[src/rtl/pwr_wake_pkg.sv]
package pwr_wake_pkg;
  typedef enum logic [2:0] {
    M_NH = 3'd0,
    M_NL = 3'd1,
    M_DH = 3'd2,
    M_DL = 3'd3,
    M_SL = 3'd4,
    M_DS = 3'd5,
    M_PD = 3'd6
  } pmode_e;

  typedef enum logic {
    PH_RUN = 1'b0,
    PH_CNT = 1'b1
  } phase_e;
endpackage

[src/rtl/pwr_tmr_sticky.sv]
module pwr_tmr_sticky #(
  parameter int N = 3
) (
  input  logic         clk,
  input  logic         rst,
  input  logic [N-1:0] irq,
  input  logic [N-1:0] en,
  input  logic [N-1:0] clr,
  output logic [N-1:0] sts
);
  for (genvar i = 0; i < N; i++) begin : g_bit
    always_ff @(posedge clk) begin
      if (rst) sts[i] <= 1'b0;
      else     sts[i] <= (irq[i] & en[i]) | (sts[i] & ~clr[i]);
    end
  end
endmodule

[src/rtl/pwr_lat_cnt.sv]
module pwr_lat_cnt #(
  parameter int W = 9
) (
  input  logic         clk,
  input  logic         rst,
  input  logic         ld,
  input  logic [W-1:0] ld_val,
  output logic         zero
);
  logic [W-1:0] cnt;

  always_ff @(posedge clk) begin
    if (rst)              cnt <= '0;
    else if (ld)          cnt <= ld_val;
    else if (cnt != '0)   cnt <= cnt - 1'b1;
  end

  assign zero = (cnt == '0);
endmodule

[src/rtl/pwr_mode_fsm.sv]
module pwr_mode_fsm
  import pwr_wake_pkg::*;
#(
  parameter int DIV_W   = 4,
  parameter int CNT_W   = 9,
  parameter int WAKE_V  = 3,
  parameter int DEEP_V  = 480,
  parameter int PWRON_V = 64
) (
  input  logic             clk,
  input  logic             rst,
  input  logic             req_valid,
  input  logic [2:0]       req_mode,
  input  logic             pm_en,
  input  logic             gear_en,
  input  logic [DIV_W-1:0] div_lo_cfg,
  input  logic [DIV_W-1:0] div_hi_cfg,
  input  logic             async_pend,
  input  logic             ext_wake,
  input  logic             cnt_zero,
  output logic             cnt_ld,
  output logic [CNT_W-1:0] cnt_val,
  output logic [2:0]       mode_o,
  output logic [DIV_W-1:0] clk_div,
  output logic             core_clk_en,
  output logic             ready,
  output logic             wake_pulse,
  output logic             req_err
);
  localparam logic [CNT_W-1:0] WAKE_LD  = CNT_W'(WAKE_V - 1);
  localparam logic [CNT_W-1:0] DEEP_LD  = CNT_W'(DEEP_V - 1);
  localparam logic [CNT_W-1:0] PWRON_LD = CNT_W'(PWRON_V - 1);

  pmode_e mode_q, mode_d;
  phase_e ph_q, ph_d;
  logic   err_d;
  logic   req_lp;

  assign req_lp = req_valid && (req_mode != 3'd0) && (req_mode != 3'd7);

  always_comb begin
    mode_d  = mode_q;
    ph_d    = ph_q;
    cnt_ld  = 1'b0;
    cnt_val = '0;
    err_d   = 1'b0;
    if (ph_q == PH_CNT) begin
      if (cnt_zero) begin
        mode_d = M_NH;
        ph_d   = PH_RUN;
      end
    end else begin
      case (mode_q)
        M_NH: begin
          if (req_lp) begin
            if (async_pend) err_d  = 1'b1;
            else            mode_d = pmode_e'(req_mode);
          end else if (gear_en && pm_en && !async_pend) begin
            mode_d = M_NL;
          end
        end
        M_NL: begin
          if (async_pend || !pm_en) begin
            cnt_ld  = 1'b1;
            cnt_val = WAKE_LD;
            ph_d    = PH_CNT;
          end
        end
        M_DH, M_DL, M_SL: begin
          if (async_pend) begin
            cnt_ld  = 1'b1;
            cnt_val = WAKE_LD;
            ph_d    = PH_CNT;
          end
        end
        M_DS: begin
          if (async_pend) begin
            cnt_ld  = 1'b1;
            cnt_val = DEEP_LD;
            ph_d    = PH_CNT;
          end
        end
        M_PD: begin
          if (ext_wake) begin
            cnt_ld  = 1'b1;
            cnt_val = PWRON_LD;
            ph_d    = PH_CNT;
          end
        end
        default: mode_d = M_NH;
      endcase
    end
  end

  always_ff @(posedge clk) begin
    if (rst) begin
      mode_q      <= M_NH;
      ph_q        <= PH_RUN;
      clk_div     <= div_hi_cfg;
      core_clk_en <= 1'b1;
      ready       <= 1'b1;
      wake_pulse  <= 1'b0;
      req_err     <= 1'b0;
    end else begin
      mode_q      <= mode_d;
      ph_q        <= ph_d;
      clk_div     <= (gear_en && (mode_d == M_NL || mode_d == M_DL)) ? div_lo_cfg : div_hi_cfg;
      core_clk_en <= (mode_d == M_NH) || (mode_d == M_NL);
      ready       <= (mode_d == M_NH);
      wake_pulse  <= (mode_d == M_NH) && (mode_q != M_NH);
      req_err     <= err_d;
    end
  end

  assign mode_o = mode_q;
endmodule

[src/rtl/pwr_wake_ctrl.sv]
module pwr_wake_ctrl #(
  parameter int DIV_W     = 4,
  parameter int N_TMR     = 3,
  parameter int WAKE_CYC  = 3,
  parameter int DEEP_CYC  = 480,
  parameter int PWRON_CYC = 64
) (
  input  logic             clk,
  input  logic             rst,
  input  logic             req_valid,
  input  logic [2:0]       req_mode,
  input  logic             pm_en,
  input  logic             gear_en,
  input  logic [DIV_W-1:0] div_lo_cfg,
  input  logic [DIV_W-1:0] div_hi_cfg,
  input  logic             ictl_req,
  input  logic [N_TMR-1:0] tmr_irq,
  input  logic [N_TMR-1:0] tmr_en,
  input  logic [N_TMR-1:0] sts_clr,
  input  logic             dec_exc,
  input  logic             ext_wake,
  output logic [N_TMR-1:0] tmr_sts,
  output logic [2:0]       mode_o,
  output logic [DIV_W-1:0] clk_div,
  output logic             core_clk_en,
  output logic             ready,
  output logic             wake_pulse,
  output logic             req_err
);
  localparam int MAX_A = (WAKE_CYC > DEEP_CYC) ? WAKE_CYC : DEEP_CYC;
  localparam int MAX_C = (MAX_A > PWRON_CYC) ? MAX_A : PWRON_CYC;
  localparam int CNT_W = $clog2(MAX_C + 1);

  logic             async_pend;
  logic             cnt_ld;
  logic             cnt_zero;
  logic [CNT_W-1:0] cnt_val;

  pwr_tmr_sticky #(.N(N_TMR)) u_sticky (
    .clk (clk),
    .rst (rst),
    .irq (tmr_irq),
    .en  (tmr_en),
    .clr (sts_clr),
    .sts (tmr_sts)
  );

  assign async_pend = ictl_req | dec_exc | (|tmr_sts);

  pwr_lat_cnt #(.W(CNT_W)) u_cnt (
    .clk    (clk),
    .rst    (rst),
    .ld     (cnt_ld),
    .ld_val (cnt_val),
    .zero   (cnt_zero)
  );

  pwr_mode_fsm #(
    .DIV_W   (DIV_W),
    .CNT_W   (CNT_W),
    .WAKE_V  (WAKE_CYC),
    .DEEP_V  (DEEP_CYC),
    .PWRON_V (PWRON_CYC)
  ) u_fsm (
    .clk         (clk),
    .rst         (rst),
    .req_valid   (req_valid),
    .req_mode    (req_mode),
    .pm_en       (pm_en),
    .gear_en     (gear_en),
    .div_lo_cfg  (div_lo_cfg),
    .div_hi_cfg  (div_hi_cfg),
    .async_pend  (async_pend),
    .ext_wake    (ext_wake),
    .cnt_zero    (cnt_zero),
    .cnt_ld      (cnt_ld),
    .cnt_val     (cnt_val),
    .mode_o      (mode_o),
    .clk_div     (clk_div),
    .core_clk_en (core_clk_en),
    .ready       (ready),
    .wake_pulse  (wake_pulse),
    .req_err     (req_err)
  );
endmodule

[config.mk]
export PLATFORM = sky130hd
export DESIGN_NAME = pwr_wake_ctrl
export DESIGN_NICKNAME = d
export VERILOG_FILES = /design/src/rtl/pwr_wake_pkg.sv /design/src/rtl/pwr_tmr_sticky.sv /design/src/rtl/pwr_lat_cnt.sv /design/src/rtl/pwr_mode_fsm.sv /design/src/rtl/pwr_wake_ctrl.sv
export SDC_FILE = /design/constraint.sdc
export NUM_CORES = 1
export LEC_CHECK = 0
export BUFFER_PORTS_ARGS = -buffer_cell sky130_fd_sc_hd__buf_2
export CORE_ASPECT_RATIO = 2
export CORE_MARGIN = 2
export CORE_UTILIZATION = 30
export CTS_CLUSTER_SIZE = 30
export DETAILED_ROUTE_END_ITERATION = 10
export PLACE_DENSITY = 0.49
export SLEW_MARGIN = 20
export SYNTH_ARGS = -nofsm -noshare
export SYNTH_HDL_FRONTEND = slang
export SYNTH_SLANG_ARGS = --single-unit
[constraint.sdc]
create_clock -name clk -period 1.76 [get_ports clk]
set_input_delay 0.176 -clock clk [delete_from_list [all_inputs] [get_ports clk]]
set_output_delay 0.176 -clock clk [all_outputs]
set_load 0.1 [all_outputs]
==> results.yml <==
synth:
  synth-edff-count: 0
  synthMuxAreaShare: 0.04432
  synth_flop_cell: "dfxtp_1"
  ys_top_cells_by_area: "dfxtp_1 (35%), mux2_4 (4.4%), nand2_1 (4.2%), buf_6 (3.3%), nor2_1 (3.3%)"
  synthSimpleGateAreaFrac: 0.3019
  synth-compound-area-share: 0.1681
  syn_inst: 141
  synth-xor-area-share: 0.05171
  syn_area_per_cell_um2: 9.610
  synth_top_family_by_area: "simple AND/OR/NAND/NOR gates"
  synth_top_area_cell: "dfxtp_1"
  syn_area_um2: 1355
  ys_seq_elements: 24
  yosysUniqueCellTypes: 52
  synth_adder_area_share: 0.01847
  yosys_warnings: 0
  syn-num-nets: 171
  synth_top_area_frac: 0.3546
  yosysSeqAreaShare: 0.3546
  ys_async_sr_fraction: 0
pwr:
  p_leak_nw: 0.9260
  power_mw: 2.859
  p_int_mw: 1.704
  vdd_drop_max_v: 0.0008696
  seqPwrFrac: 0.277
  switching_share: 0.4040
  p_comb_frac: 0.587
  p_sw_mw: 1.155
  p_clk_frac: 0.135
  p_per_area_nw_per_um2: 1378
routing:
  first_pass_iters: 4
  drc_errors: 0
  wl_per_cell_um: 14.14
  vias_per_cell: 4.937
  dr.first_iter.drc_count: 23
  ant_nets: 0
  wl_um: 3832
  vias: 1338
sta:
  slew_headroom: 0.4525
  fin_crit_ps: 1882
  slew_viol_final: 0
  fin_setup_tns_ps: -538.6
  fin_crit_sh: 1.069
  max_freq_ghz: 0.5313
  tightest_slew_ps: 813.8
  finalHoldViolCount: 0
  worst_slack_ps: -122.1
  setup_violations: 5
  rsz0062_at_grt: "yes"
  finClkSkew_ps: 1.303
finish:
  mostFrequentLayoutCells: "buf_2 (41), buf_4 (34), dfxtp_1 (16)"
  diodes: 0
  final_common_cell: "buf_2"
  fillers: 446
  area_growth_pct: 53.09
  drive_above_1_share: 0.5899
  final_nets: 248
setup_path:
  path_cells: "clkbuf_2, buf_4, a311oi_2, a32oi_2, and4bb_4, mux2_4"
  critPathBufInv: 2
  cp.required_ps: 1930
  slowest_delay_ps: 380
  cp_slowest_cell: "dfxtp_4"
  cp.arrival_ps: 2050
  path_class: "register to register"
  endpoint_kind: "register"
  worstSetupStartpointType: "register"
  critical-path-top-delay-family: "compound AO/OA/AOI/OAI gates"
  critPathMaxFanout: 6
floorplan:
  die_y_um: 99.05
  die_w_um: 51.52
  die_area_um2: 5103
  num_rows: 34
  start_util: 0.3123
  io-pin-count: 42
  core_area_um2: 4339
global_routing:
  grt_pass1_vias: 1456
  antenna_found_initial: 0
  track_usage: 0.1571
  grt-ovfl-total: 0
  grt_pass1_wl_um: 6189
  grt_max_degree: 19
status:
  outcome: "complete, but fails checks"
  failed_checks: "negative setup slack"
placed_design:
  dp_hpwl_um: 2929
  portBuffers: 41
  place_ws_ps: -109.8
  routabilityCongestion: 0.7464
clocking:
  postCtsHoldBufs: 0
  htreeDepth: 1
  clock-sinks: 24
  clock_path_buffers: 2
  cts_buffers: 3
  cts_tree: "done"
  cts-root-buf: "clkbuf_8"
  clk_latency_ps: 270
  clkTransAtPathRegs_ps: 90
min_path:
  hold_class: "input port to register"
job:
  cap_violations: 0
## cell usage after synthesis (2+ instances only)
master    number
nand2b_1       3
mux2_4         4
o21ai_0        2
nand4b_1       2
xnor2_1        4
a21oi_1        7
a21boi_1       3
buf_6          4
or2_2          2
nand2_1       15
ha_1           2
nor2_1        12
inv_1          5
a31oi_1        3
nor3_1         4
and3b_1        2
nor4_4         2
xor2_1         4
nor4_1         3
nand3_1        3
dfxtp_1       24
## power by group through the flow
| stage | clock network [mW] | registers, mW | logic (mW) |
|---|---|---|---|
| after floorplan | 0 | 0.913 | 0.819 |
| after global placement | 0 | 0.788 | 1.34 |
| after detailed placement | 0 | 0.792 | 1.38 |
| after CTS | 0.394 | 0.784 | 1.41 |
| after global routing | 0.417 | 0.812 | 1.84 |
| final | 0.387 | 0.793 | 1.68 |
## stage by stage
step           utilization  instances  hold slack [ps]  cell area (µm²)
6_report            0.4781        271            122.9             2074
5_1_grt             0.4781        271            121.0             2074
4_1_cts             0.4394        263            123.5             1907
3_5_place_dp        0.4198        257            404.7             1822
3_3_place_gp        0.4198        257            401.5             1822
2_1_floorplan            -        141            300.3             1406
## cells by family (layout without fill, tap and decap cells)
kind of cell / Yosys count / after routing
fa+ha+maj: 2 / 2
simple gates: 62 / 62
compound gates: 29 / 29
mux: 4 / 4
xor+xnor: 8 / 8
flops: 24 / 24
buf+inv: 12 / 88
## final timing paths
| check | from | endpoint | slack [ps] | cells past startpoint |
|---|---|---|---|---|
| min | div_hi_cfg[0] | u_fsm.clk_div[0] | 120 | 2 |
| max | u_fsm.mode_o[2] | u_fsm.clk_div[2] | -120 | 6 |
| min reg2reg | u_sticky.sts[1] | u_sticky.sts[1] | 510 | 2 |
| max reg2reg | u_fsm.mode_o[2] | u_fsm.clk_div[2] | -120 | 6 |
## worst reg2reg max path: stages, from the launching register on
cell	delay (ps)
dfxtp_4	380
clkbuf_2	150
buf_4	150
a311oi_2	250
a32oi_2	170
and4bb_4	380
mux2_4	300
## registers in the layout, indices dropped and copies added, names as in the netlist
signal	flops
u_fsm.clk_div	4
u_fsm.ready	1
u_fsm.core_clk_en	1
u_fsm.req_err	1
u_cnt.cnt	9
u_sticky.sts	3
u_fsm.ph_q	1
u_fsm.mode_o	3
u_fsm.wake_pulse	1
## what timing repair did
action                                  in CTS  in global routing
cloned                                       0                  0
setup buffers                                2                  9
endpoints found under the setup margin      10                 13
resized for setup                            5                 19
pin swaps                                    1                 11
## layer usage
metal	GRT usage	share of wire	wire length [µm]	vias to the layer above
met5	0	0	0	-
met4	0.06073	0.015	59	0
met3	0.009091	0.028	109	5
met2	0.3323	0.62	2387	34
met1	0.1399	0.33	1276	635
li1	-	-	-	664
## area by class of cell
type | instances | area, µm² | share of cell area
inverter | 5 | 23.77 | 0.01146
sequential | 24 | 505.5 | 0.2437
multi-input combinational | 105 | 923.4 | 0.4451
clock buffer | 4 | 55.05 | 0.02654
tap | 54 | 67.56 | 0.03257
timing repair buffer | 79 | 499.2 | 0.2407
No activity file was read; power rests on OpenSTA's default activity.
